### src/rtl/uart_irq_pkg.sv
package uart_irq_pkg;
   typedef logic [3:0] irq_code_t;

   // Cause indices, listed from highest to lowest priority.
   localparam int SRC_LS   = 0;
   localparam int SRC_RDA  = 1;
   localparam int SRC_TO   = 2;
   localparam int SRC_THRE = 3;
   localparam int SRC_MDM  = 4;
   localparam int NUM_SRC  = 5;

   localparam irq_code_t CODE_LS   = 4'h6;
   localparam irq_code_t CODE_RDA  = 4'h4;
   localparam irq_code_t CODE_TO   = 4'hC;
   localparam irq_code_t CODE_THRE = 4'h2;
   localparam irq_code_t CODE_MDM  = 4'h0;

   function automatic irq_code_t code_of(input int idx);
      case (idx)
         SRC_LS:   return CODE_LS;
         SRC_RDA:  return CODE_RDA;
         SRC_TO:   return CODE_TO;
         SRC_THRE: return CODE_THRE;
         default:  return CODE_MDM;
      endcase
   endfunction
endpackage

### src/rtl/uart_irq_flag.sv
// Pending flag: a set request takes precedence over a clear request.
module uart_irq_flag (
   input  logic clk,
   input  logic rst_n,
   input  logic set_i,
   input  logic clr_i,
   output logic pend_o
);
   always_ff @(posedge clk or negedge rst_n) begin
      if (!rst_n)      pend_o <= 1'b0;
      else if (set_i)  pend_o <= 1'b1;
      else if (clr_i)  pend_o <= 1'b0;
   end
endmodule

### src/rtl/uart_irq_timer.sv
// Receive idle timer. It counts bit ticks while the FIFO holds data, and any
// push or read restarts it. The count saturates at the limit, which marks
// the timeout as pending.
module uart_irq_timer #(
   parameter int LIMIT = 40,
   parameter int CNT_W = 5
) (
   input  logic             clk,
   input  logic             rst_n,
   input  logic [CNT_W-1:0] rx_count,
   input  logic             rx_push,
   input  logic             rd_rbr,
   input  logic             bit_tick,
   output logic             hit_o
);
   localparam int TW = $clog2(LIMIT + 1);
   localparam logic [TW-1:0] LIM = TW'(LIMIT);

   if (LIMIT < 2) begin : g_lim_chk
      $error("uart_irq_timer: LIMIT must be at least 2");
   end

   logic [TW-1:0] tmr_q;
   logic          restart;

   assign restart = rx_push | rd_rbr | (rx_count == '0);

   always_ff @(posedge clk or negedge rst_n) begin
      if (!rst_n)                         tmr_q <= '0;
      else if (restart)                   tmr_q <= '0;
      else if (bit_tick && tmr_q != LIM)  tmr_q <= tmr_q + 1'b1;
   end

   assign hit_o = (tmr_q == LIM);
endmodule

### src/rtl/uart_irq_prio.sv
// Fixed-priority selection over the enabled pending causes.
module uart_irq_prio
   import uart_irq_pkg::*;
#(
   parameter bit FIFO_MODE = 1'b1
) (
   input  logic [NUM_SRC-1:0] act_i,
   output logic [7:0]         id_o,
   output logic               any_o
);
   irq_code_t code;

   // Walk from lowest to highest priority so the last match wins.
   always_comb begin
      code = CODE_MDM;
      for (int i = NUM_SRC - 1; i >= 0; i--) begin
         if (act_i[i]) code = code_of(i);
      end
   end

   assign any_o = |act_i;

   if (FIFO_MODE) begin : g_fifo
      assign id_o = {2'b11, 2'b00, any_o ? {code[3:1], 1'b0} : 4'b0001};
   end else begin : g_plain
      assign id_o = {2'b00, 2'b00, any_o ? {code[3:1], 1'b0} : 4'b0001};
   end
endmodule

### src/rtl/uart_irq_ident.sv
module uart_irq_ident
   import uart_irq_pkg::*;
#(
   parameter int FIFO_DEPTH    = 16,
   parameter int TO_CHARS      = 4,
   parameter int BITS_PER_CHAR = 10,
   parameter bit FIFO_MODE     = 1'b1,
   parameter int CNT_W         = $clog2(FIFO_DEPTH + 1)
) (
   input  logic             clk,
   input  logic             rst_n,
   input  logic [3:0]       ier,
   input  logic [CNT_W-1:0] rx_count,
   input  logic [CNT_W-1:0] trig_level,
   input  logic             rx_push,
   input  logic             rd_rbr,
   input  logic             bit_tick,
   input  logic             ls_event,
   input  logic             rd_lsr,
   input  logic             thr_empty_evt,
   input  logic             wr_thr,
   input  logic             rd_iir,
   input  logic             modem_chg,
   output logic [7:0]       iir_o,
   output logic             irq_o
);
   localparam int TO_TICKS = TO_CHARS * BITS_PER_CHAR;

   if (CNT_W < $clog2(FIFO_DEPTH + 1)) begin : g_cw_chk
      $error("uart_irq_ident: CNT_W too narrow for FIFO_DEPTH");
   end
   if (TO_CHARS < 1 || BITS_PER_CHAR < 2) begin : g_to_chk
      $error("uart_irq_ident: timeout parameters out of range");
   end

   logic [NUM_SRC-1:0] pend;
   logic [NUM_SRC-1:0] act;
   logic               thre_clr;
   logic               any;

   uart_irq_flag u_ls (
      .clk(clk), .rst_n(rst_n),
      .set_i(ls_event), .clr_i(rd_lsr),
      .pend_o(pend[SRC_LS])
   );

   assign pend[SRC_RDA] = (rx_count != '0) && (rx_count >= trig_level);

   uart_irq_timer #(.LIMIT(TO_TICKS), .CNT_W(CNT_W)) u_tmr (
      .clk(clk), .rst_n(rst_n),
      .rx_count(rx_count), .rx_push(rx_push), .rd_rbr(rd_rbr),
      .bit_tick(bit_tick), .hit_o(pend[SRC_TO])
   );

   // Holding-empty is cleared by a write, or by a read that reports it.
   assign thre_clr = wr_thr | (rd_iir && any && iir_o[3:0] == CODE_THRE);

   uart_irq_flag u_thre (
      .clk(clk), .rst_n(rst_n),
      .set_i(thr_empty_evt), .clr_i(thre_clr),
      .pend_o(pend[SRC_THRE])
   );

   assign pend[SRC_MDM] = modem_chg;

   assign act[SRC_LS]   = pend[SRC_LS]   & ier[2];
   assign act[SRC_RDA]  = pend[SRC_RDA]  & ier[0];
   assign act[SRC_TO]   = pend[SRC_TO]   & ier[0];
   assign act[SRC_THRE] = pend[SRC_THRE] & ier[1];
   assign act[SRC_MDM]  = pend[SRC_MDM]  & ier[3];

   uart_irq_prio #(.FIFO_MODE(FIFO_MODE)) u_prio (
      .act_i(act), .id_o(iir_o), .any_o(any)
   );

   assign irq_o = any;
endmodule

### config.mk
export PLATFORM = sky130hd
export DESIGN_NAME = uart_irq_ident
export DESIGN_NICKNAME = d
export VERILOG_FILES = /design/src/rtl/uart_irq_pkg.sv /design/src/rtl/uart_irq_flag.sv /design/src/rtl/uart_irq_timer.sv /design/src/rtl/uart_irq_prio.sv /design/src/rtl/uart_irq_ident.sv
export SDC_FILE = /design/constraint.sdc
export NUM_CORES = 1
export LEC_CHECK = 0
export BUFFER_PORTS_ARGS = -buffer_cell sky130_fd_sc_hd__buf_2
export CAP_MARGIN = 20
export CORE_AREA = 2 2 43 45
export CTS_CLUSTER_SIZE = 14
export DETAILED_ROUTE_END_ITERATION = 7
export DIE_AREA = 0 0 45 47
export HOLD_SLACK_MARGIN = 0.12
export PLACE_DENSITY = 0.69
export SLEW_MARGIN = 0
export SYNTH_ARGS = -nofsm -noshare
export SYNTH_HDL_FRONTEND = slang
export SYNTH_SLANG_ARGS = --single-unit
### constraint.sdc
create_clock -name clk -period 2.2 [get_ports clk]
set_input_delay 0.22 -clock clk [delete_from_list [all_inputs] [get_ports clk]]
set_output_delay 0.22 -clock clk [all_outputs]
set_load 0.005 [all_outputs]
Yosys cells after proc, flatten, opt, wreduce, memory -nomap -nowiden
Cells that the tools add are included.

Flip-flop bits (word level): 8. Bits in latches: 0. RAM bits: 0. Bits in read-only memories: 0. Input bits: 25. Output and inout bits: 9. Word-level logic and storage cells: 37. Memories: 0.

$add $sub $neg: 1. $mul: 0. Div/mod/pow operators: 0. $lt $le $gt $ge: 1. Equal/unequal tests: 3. Shifts and indexed selects: 0. Mux-type cells: 11. Bitwise operators: 8. Reductions and logical operators: 10.

Operators with widths (number): $mux W4 (4); $mux W6 (2); $add A6 B1 Y6 const B (1); $eq A6 B6 Y1 const B (1); $ne A6 B6 Y1 const B (1); $reduce_bool A2 Y1 (3); $and A1 B1 Y1 (5); $ge A5 B5 Y1 (1); $logic_not A5 Y1 (1); $reduce_bool A5 Y1 (1); $reduce_or A5 Y1 (1); $eq A4 B2 Y1 const B (1); $logic_and A1 B1 Y1 (4); $mux W1 (4); $or A1 B1 Y1 (3); $mux W2 (1).

Depth between registers and ports, before layout
Gate-level depths: netlist of run 1.

Depth in word-level cells: 11. Gate-level depth with buffers: 7. Gate-level depth less buffers: 7.

Cells and area by module
Synthesis of run 1 repeated with hierarchy kept, for this count alone.

Cells, all modules: 85. Area total of the unflattened synthesis: 723.2 µm².

Modules (own cells, without submodules): uart_irq_timer (instances 1, cells an instance 42, area an instance 384.1 µm², sequential area each 150.1 µm²); uart_irq_ident (instances 1, cells an instance 25, area an instance 186.4 µm², sequential area each 0.0 µm²); uart_irq_prio (instances 1, cells an instance 12, area an instance 80.1 µm², sequential area each 0.0 µm²); uart_irq_flag (instances 2, cells an instance 3, area an instance 36.3 µm², sequential area each 25.0 µm²).

Worst setup path before layout of run 1
No wires, ideal clock.

Kind: input -> output. Start point: input port trig_level[2]. End point: output port irq_o. Data arrival time: 1.346 ns. Required time: 1.980 ns. Setup slack: 0.634 ns. Stages on the path: 7. Path buffers: 0. Path through: inv_1 ha_1 a21oi_1 o21ai_0 a31oi_1 o211ai_2 a221o_1.

Cells in the longest elaborated chain, start to end: 4.

RTL lines: from (decl) (line uart_irq_ident.sv:14) `input logic [CNT_W-1:0] trig_level,`; $ge A5 B5 Y1 (line uart_irq_ident.sv:47) `assign pend[SRC_RDA] = (rx_count != '0) && (rx_count >= trig_level);`; $logic_and A1 B1 Y1 (line uart_irq_ident.sv:47); $and A1 B1 Y1 (line uart_irq_ident.sv:67) `assign act[SRC_RDA] = pend[SRC_RDA] & ier[0];`; $reduce_or A5 Y1 (line uart_irq_prio.sv:21) `assign any_o = |act_i;`; to (decl) (line uart_irq_ident.sv:25) `output logic irq_o`.

Every way passes these cells.

Final worst setup path of run 1
Start point: input port rx_count[2]. End point: output port irq_o.

Cells in the longest elaborated chain, start to end: 4. Elaborated cells between the ends (all ways): 5. Those cells by class: order compare: 1; bitwise: 1; reduce/logical: 3.

RTL lines: from (decl) (line uart_irq_ident.sv:13) `input logic [CNT_W-1:0] rx_count,`; $ge A5 B5 Y1 / $reduce_bool A5 Y1 (equally long branches) (line uart_irq_ident.sv:47); $logic_and A1 B1 Y1 (*) (line uart_irq_ident.sv:47); $and A1 B1 Y1 (*) (line uart_irq_ident.sv:67); $reduce_or A5 Y1 (*) (line uart_irq_prio.sv:21).

Every way passes the cells marked *; elsewhere a longest branch is shown, timed or not.

==> qor.tcl, run 1 <==
set qor(outcome) {finished, final reports clean}
set qor(synth_simple_gate_area_share_pct) 20.0
set qor(total_wirelength_mm) 1.27
set qor(globalRoute.busiestLayer) {met2}
set qor(insertedDiodeCount) 0
set qor(sequential_cell_area_um2) 200
set qor(synth-compound-area-share_pct) 17.8
set qor(max_cap_violations) 0
set qor(cts.root.buffer_cell) {clkbuf_4}
set qor(cts_setup_buffers) 0
set qor(async_flop_share_pct) 100
set qor(drt_first_iter_violations) 6
set qor(placement.setup.worst_slack_ns) 0.324
set qor(post-layout-total-power_uw) 352
set qor(setup_ws_ns) 0.329
set qor(worst_setup_path_end_kind) {output pin}
set qor(dp.final_hpwl_mm) 1.10
set qor(initial_core_util_pct) 38.3
set qor(core.rowCount) 15
set qor(setup_repair_after_global_routing_missed_its_margin) {false}
set qor(vias) 608
set qor(setup_viol) 0
set qor(grt_util_met2_pct) 21.7
set qor(place_inst) 118
set qor(areaGrowthSynthToFinish_pct) 27.9
set qor(yosysWarnings) 0
set qor(groute.layer.met3.usage_pct) 2.31
set qor(final-instance-count-excl-fill) 122
set qor(netlist-cell-type-count) 26
set qor(final_cell_area_um2) 810
set qor(post-synth-top-area-fraction_pct) 31.6
set qor(number_of_buffers_on_the_longest_clock_path) 2
set qor(multiInputGateArea_um2) 377
set qor(weighted_congestion_at_the_end_of_routability_driven_global_placement) 0.793
set qor(cp_max_fo) 4
set qor(buffer_ports.inserted) 29
set qor(top_level_ports) 34
set qor(synth-seq-cells) 8
set qor(grtUsageTotal_pct) 12.7
set qor(detail_route.wl_per_cell_um) 10.4
set qor(p_leak_nw) 0.434
set qor(synth-main-ff-cell) {dfrtp_1}
set qor(clock_latency_ns) 0.25
set qor(met1_usage_pct) 15.6
set qor(timing.hold.worst.class) {in2reg}
set qor(grt_start_max_net_pins) 9
set qor(clock_period_minus_worst_slack_ns) 1.87
set qor(first_global_vias) 504
set qor(fillers) 174
set qor(synth_area_um2) 633
set qor(grt_pass1_wl_mm) 1.95
set qor(tritoncts.num_buffers) 3
set qor(dpl-instance-area_um2) 777
set qor(synth.yosys.seq_area_share_pct) 31.6
set qor(critical_path_class) {in2out}
set qor(drive_above_1_share_pct) 34.3
set qor(die_x_um) 45
set qor(timing.setup.tns_ns) 0
set qor(finalHoldViolCount) 0
set qor(post_synth_most_frequent_cells) {inv_1 (9), dfrtp_1 (8), nor2_1 (8)}
set qor(synthTopCellsByArea) {dfrtp_1 (32%), ha_1 (14%), inv_1 (5.3%)}
set qor(synth_adder_area_share_pct) 13.8
set qor(nets) 139
set qor(drt_first_pass_iters) 4
set qor(fin_hold_ws_ns) 0.143
set qor(power_density_nw_per_um2) 435
set qor(clk_pin_slew_ns) 0.05
set qor(syn_avg_cell_area_um2) 8.56
set qor(floorplan.die.height_um) 47
set qor(global_route.overflow_total) 0
set qor(cts_tree) {done}
set qor(ctsHtreeMaxLevel) 1
set qor(synth_enable_flop_cells) 0
set qor(crit_path_start_kind) {input port}
set qor(clock-skew-final_ns) 0.00180
set qor(synth-xor-area-share_pct) 5.53
set qor(worst-endpoint-required_ns) 1.98
set qor(drtAntennaViolNets) 0
set qor(irDropWorstVdd_mv) 0.202
set qor(layout_worst_path_cycle_share_pct) 85.0
set qor(dieArea_um2) 2120
set qor(post-synth-top-count-cell) {inv_1}
set qor(largest_family_of_logic_cells_by_synthesized_area) {simple AND/OR/NAND/NOR gates}
set qor(cp_data_arrival_time_ns) 1.65
set qor(core_um2) 1650
set qor(max_freq_mhz) 535
set qor(slew_violations) 0
set qor(drcViolationCount) 0
set qor(postSynthCellCount) 74
set qor(yosys.area.top_type) {dfrtp_1}
set qor(post_synth_mux_area_share_pct) 0
set qor(antenna_found_initial) 0
set qor(final_util_pct) 49.0
set qor(avgViaCountPerCell) 4.98
set qor(numClockSinks) 8
[state kept, by name (all words and copies together) (netlist names)]
| register | flops |
|---|---|
| u_tmr.tmr_q | 6 |
| u_thre.pend_o | 1 |
| u_ls.pend_o | 1 |
[critical path: stages]
cell	delay (ns)
buf_2	0.12
ha_1	0.30
a21oi_1	0.12
o21ai_0	0.10
a31oi_1	0.26
o211ai_2	0.14
a221o_1	0.27
buf_2	0.12
[metal layers]
| layer | wire [um] | vias to the layer above |
|---|---|---|
| met5 | 0 | - |
| met4 | 15 | 0 |
| met3 | 74 | 2 |
| met2 | 616 | 22 |
| met1 | 559 | 274 |
| li1 | - | 310 |
[worst paths after layout]
check	start	end	slack (ns)	cells after the start
setup / recovery	rx_count[2]	irq_o	0.33	8
hold / removal	ls_event	u_ls.pend_o	0.14	2
setup reg to reg	u_tmr.tmr_q[0]	u_tmr.tmr_q[2]	0.77	6
hold reg to reg	u_ls.pend_o	u_ls.pend_o	0.48	1
max in group asynchronous	rst_n	u_tmr.tmr_q[2]	1.69	2
min in group asynchronous	rst_n	u_tmr.tmr_q[5]	0.34	2
[layout make-up]
| cell class | count | area share [%] |
|---|---|---|
| inverter | 9 | 4.17 |
| sequential | 8 | 24.7 |
| tap | 17 | 2.63 |
| timing repair buffer | 30 | 19.2 |
| multi-input combinational | 55 | 46.5 |
| clock buffer | 3 | 2.78 |
[report_power, final]
| group | internal [mW] | switching (mW) | leakage (nW) |
|---|---|---|---|
| Combinational | 0.0437 | 0.0413 | 0.315 |
| Clock | 0.0624 | 0.0490 | 0.0138 |
| Sequential | 0.151 | 0.00390 | 0.105 |
| Total | 0.258 | 0.0942 | 0.434 |
[logic make-up (layout without fill, tap and decap cells)]
group	count (synthesis)	in the layout
AOI/OAI and AO/OA	16	16
buffers and inverters	13	42
adders and majority gates	7	7
and+or+nand+nor	24	24
other	2	4
DFF	8	8
xor gates and xnor gates	4	4
[placed cells by master (no fill, tap or decap), drive strengths merged, types with 2 or more instances in the layout]
cell | Yosys | routed
nand2 | 4 | 4
nor2b | 4 | 4
inv | 9 | 9
nor2 | 8 | 8
ha | 7 | 7
dfrtp | 8 | 8
a21oi | 3 | 3
xor2 | 3 | 3
conb | 2 | 4
nand4 | 3 | 3
buf | 4 | 29
o21ai | 5 | 5
a31oi | 2 | 2
clkbuf | 0 | 3
a21o | 2 | 2
[what timing repair did]
action / 4_1_cts / 5_1_grt
hold buffers: 1 / 0
endpoints found under the setup margin: 0 / 0
hold endpoints to repair: 8 / 0
gates resized for setup: 0 / 0
(Power assumes the default switching activity.)
==> inputs of run 2 (changes only) <==
--- a/config.mk
+++ b/config.mk
@@ -7,12 +7,13 @@
 export LEC_CHECK = 0
 export BUFFER_PORTS_ARGS = -buffer_cell sky130_fd_sc_hd__buf_2
 export CAP_MARGIN = 20
-export CORE_AREA = 2 2 43 45
+export CORE_AREA = 2 2 41 43
 export CTS_CLUSTER_SIZE = 14
 export DETAILED_ROUTE_END_ITERATION = 7
-export DIE_AREA = 0 0 45 47
+export DIE_AREA = 0 0 43 45
 export HOLD_SLACK_MARGIN = 0.12
-export PLACE_DENSITY = 0.69
+export PLACE_DENSITY = 0.75
+export REMOVE_ABC_BUFFERS = 1
 export SLEW_MARGIN = 0
 export SYNTH_ARGS = -nofsm -noshare
 export SYNTH_HDL_FRONTEND = slang
==> run 2 against run 1 <==
Effect of this change:
- total power fell by 0.34%
- global-route usage rose by 2.0 points
- clock power barely moved
- critical path type unchanged
- largest cell class unchanged
==> qor.tcl, run 2 (synthesis results as in run 1) <==
set qor(outcome) {finished, final reports clean}
set qor(worstReg2RegStart) {u_tmr.tmr_q[0]}
set qor(switchingPower_uw) 92.9 ;# -1.4%
set qor(critical_path.reg2reg.endpoint) {u_tmr.tmr_q[2]}
set qor(detail_route.wl_per_cell_um) 11.0 ;# +5.6%
set qor(areaGrowthSynthToFinish_pct) 27.7
set qor(global_route.overflow_total) 0 ;# unchanged
set qor(dpl-instance-area_um2) 776 ;# -0.16%
set qor(floorplan.die.height_um) 45 ;# -4.3%
set qor(grtUsageTotal_pct) 14.7 ;# +2.0 points
set qor(p_int_uw) 258 ;# about the same
set qor(largest_register_ffs) 6 ;# unchanged
set qor(worst-endpoint-required_ns) 1.98 ;# about the same
set qor(final_util_pct) 54.9 ;# +5.9 points
set qor(avgViaCountPerCell) 5.07 ;# +1.8%
set qor(ctsHtreeMaxLevel) 1 ;# unchanged
set qor(seq_power_share_pct) 44.3 ;# about the same
set qor(initial_core_util_pct) 43.0 ;# +4.7 points
set qor(dp.final_hpwl_mm) 1.11 ;# +1.5%
set qor(finalHoldViolCount) 0 ;# unchanged
set qor(top_register) {u_tmr.tmr_q}
set qor(drcViolationCount) 0 ;# unchanged
set qor(setup_viol) 0 ;# unchanged
set qor(layout.cells.most_common) {buf_2}
set qor(setup_ws_ns) 0.330 ;# +0.000591 ns
set qor(weighted_congestion_at_the_end_of_routability_driven_global_placement) 0.833 ;# +5.0%
set qor(clock_latency_ns) 0.25 ;# about the same
set qor(core_um2) 1470 ;# -11%
set qor(final_cell_area_um2) 808 ;# -0.15%
set qor(clock_period_minus_worst_slack_ns) 1.87 ;# -0.000591 ns
set qor(drive_above_1_share_pct) 34.3 ;# unchanged
set qor(drt_first_pass_iters) 4 ;# unchanged
set qor(pwr-share-clk_pct) 31.3 ;# -0.4 points
set qor(largestRegisters) {u_tmr.tmr_q x6, u_ls.pend_o x1, u_thre.pend_o x1}
set qor(top_level_ports) 34 ;# unchanged
set qor(slew_violations) 0 ;# unchanged
set qor(drt_first_iter_violations) 5 ;# -1
set qor(mostFrequentLayoutCells) {buf_2 (29), inv_1 (9), nor2_1 (8), dfrtp_1 (8), ha_1 (7)}
set qor(clock-skew-final_ns) 0.00301 ;# +0.00121 ns
set qor(min_from) {ls_event}
set qor(comb_power_share_pct) 24.4 ;# +0.2 points
set qor(cp_data_arrival_time_ns) 1.65 ;# about the same
set qor(power_density_nw_per_um2) 434 ;# -0.19%
set qor(clk_pin_slew_ns) 0.05 ;# about the same
set qor(worstHoldEndpoint) {u_ls.pend_o}
set qor(insertedDiodeCount) 0 ;# unchanged
set qor(dieArea_um2) 1940 ;# -8.5%
set qor(layout_worst_path_cycle_share_pct) 85.0 ;# about the same
set qor(irDropWorstVdd_mv) 0.181 ;# -10%
set qor(setup_repair_after_global_routing_missed_its_margin) {false}
set qor(grt_start_max_net_pins) 9 ;# unchanged
set qor(final-instance-count-excl-fill) 121 ;# -0.82%
set qor(place_inst) 117 ;# -0.85%
set qor(cts_setup_buffers) 0 ;# unchanged
set qor(vias) 614 ;# +0.99%
set qor(fin_hold_ws_ns) 0.149 ;# +0.00539 ns
set qor(critical_path_class) {in2out}
set qor(cp_max_fo) 4 ;# unchanged
set qor(nets) 139 ;# unchanged
set qor(cell_count_of_the_worst_hold_path) 2 ;# unchanged
set qor(timing.hold.worst.class) {in2reg}
set qor(grt_pass1_wl_mm) 2.10 ;# +7.4%
set qor(antenna_found_initial) 0 ;# unchanged
set qor(swShare_pct) 26.5 ;# -0.28 points
set qor(core.rowCount) 14 ;# -1
set qor(numClockSinks) 8 ;# unchanged
set qor(post-layout-total-power_uw) 351 ;# -0.34%
set qor(crit_path_start_kind) {input port}
set qor(tritoncts.num_buffers) 3 ;# unchanged
set qor(max_freq_mhz) 535 ;# about the same
set qor(total_wirelength_mm) 1.33 ;# +4.7%
set qor(cts.root.buffer_cell) {clkbuf_4}
set qor(placement.setup.worst_slack_ns) 0.328 ;# +0.00396 ns
set qor(worst_setup_path_end_kind) {output pin}
set qor(fillers) 152 ;# -13%
set qor(rr_worst_depth) 6 ;# unchanged
set qor(number_of_buffers_on_the_longest_clock_path) 2 ;# unchanged
set qor(drtAntennaViolNets) 0 ;# unchanged
set qor(buffer_ports.inserted) 29 ;# unchanged
set qor(cts_tree) {done}
set qor(max_cap_violations) 0 ;# unchanged
set qor(die_x_um) 43 ;# -4.4%
set qor(timing.setup.tns_ns) 0 ;# unchanged
set qor(first_global_vias) 530 ;# +5.2%
set qor(setup.reg_to_reg.worst_slack_ns) 0.74 ;# -0.03 ns
set qor(p_leak_nw) 0.434 ;# unchanged
## run 2: cell counts in the layout (fill, tap and decap cells not counted)
Identical to the previous run, type by type.
## run 2: how the worst max path moves through the flow
stage	slack (ns)	cells past startpoint	from	endpoint
detailed placement	0.33	8	rx_count[2]	irq_o
finish	0.33	8	rx_count[2]	irq_o
global placement	0.37	8	rx_count[2]	irq_o
floorplan	0.63	7	trig_level[2]	irq_o
global route	0.19	8	rx_count[2]	irq_o
CTS	0.33	8	rx_count[2]	irq_o
## run 2: timing repair
action / 4_1_cts / 5_1_grt
resized for setup: 0 / 0
endpoints found under the setup margin: 0 / 0
hold buffers: 1 / 0
endpoints found under the hold margin: 8 / 0
## run 2: layout make-up
| cell class | instances | area, um^2 | area share, % |
|---|---|---|---|
| clock buffers | 3 | 22.5 | 2.79 |
| inverters | 9 | 33.8 | 4.18 |
| flip-flops and latches | 8 | 200 | 24.8 |
| multi-input cells | 55 | 377 | 46.6 |
| repair buffers | 30 | 155 | 19.2 |
| well taps | 16 | 20.0 | 2.48 |
## run 2: power groups by stage
stage                     clock [mW]  sequential [mW]  combinational [mW]
after floorplan                    0            0.157              0.0426
after global routing           0.119            0.155              0.0972
after global placement             0            0.157              0.0825
final                          0.110            0.155              0.0856
after CTS                      0.116            0.155              0.0866
after detailed placement           0            0.158              0.0845
## run 2: layer usage
metal	share of wire (%)	global-route usage, %	vias to the layer above	wire length, um
li1	-	-	313	-
met1	44	17.8	273	586
met2	48	24.5	26	631
met3	6.7	1.20	2	89
met4	1.5	10.9	0	20
met5	0	0	-	0
## run 2: worst max-delay path, stage by stage
cell and delay, ns:
buf_2 0.12, ha_1 0.31, a21oi_1 0.13, o21ai_0 0.09, a31oi_1 0.25, o211ai_2 0.14
a221o_1 0.27, buf_2 0.13
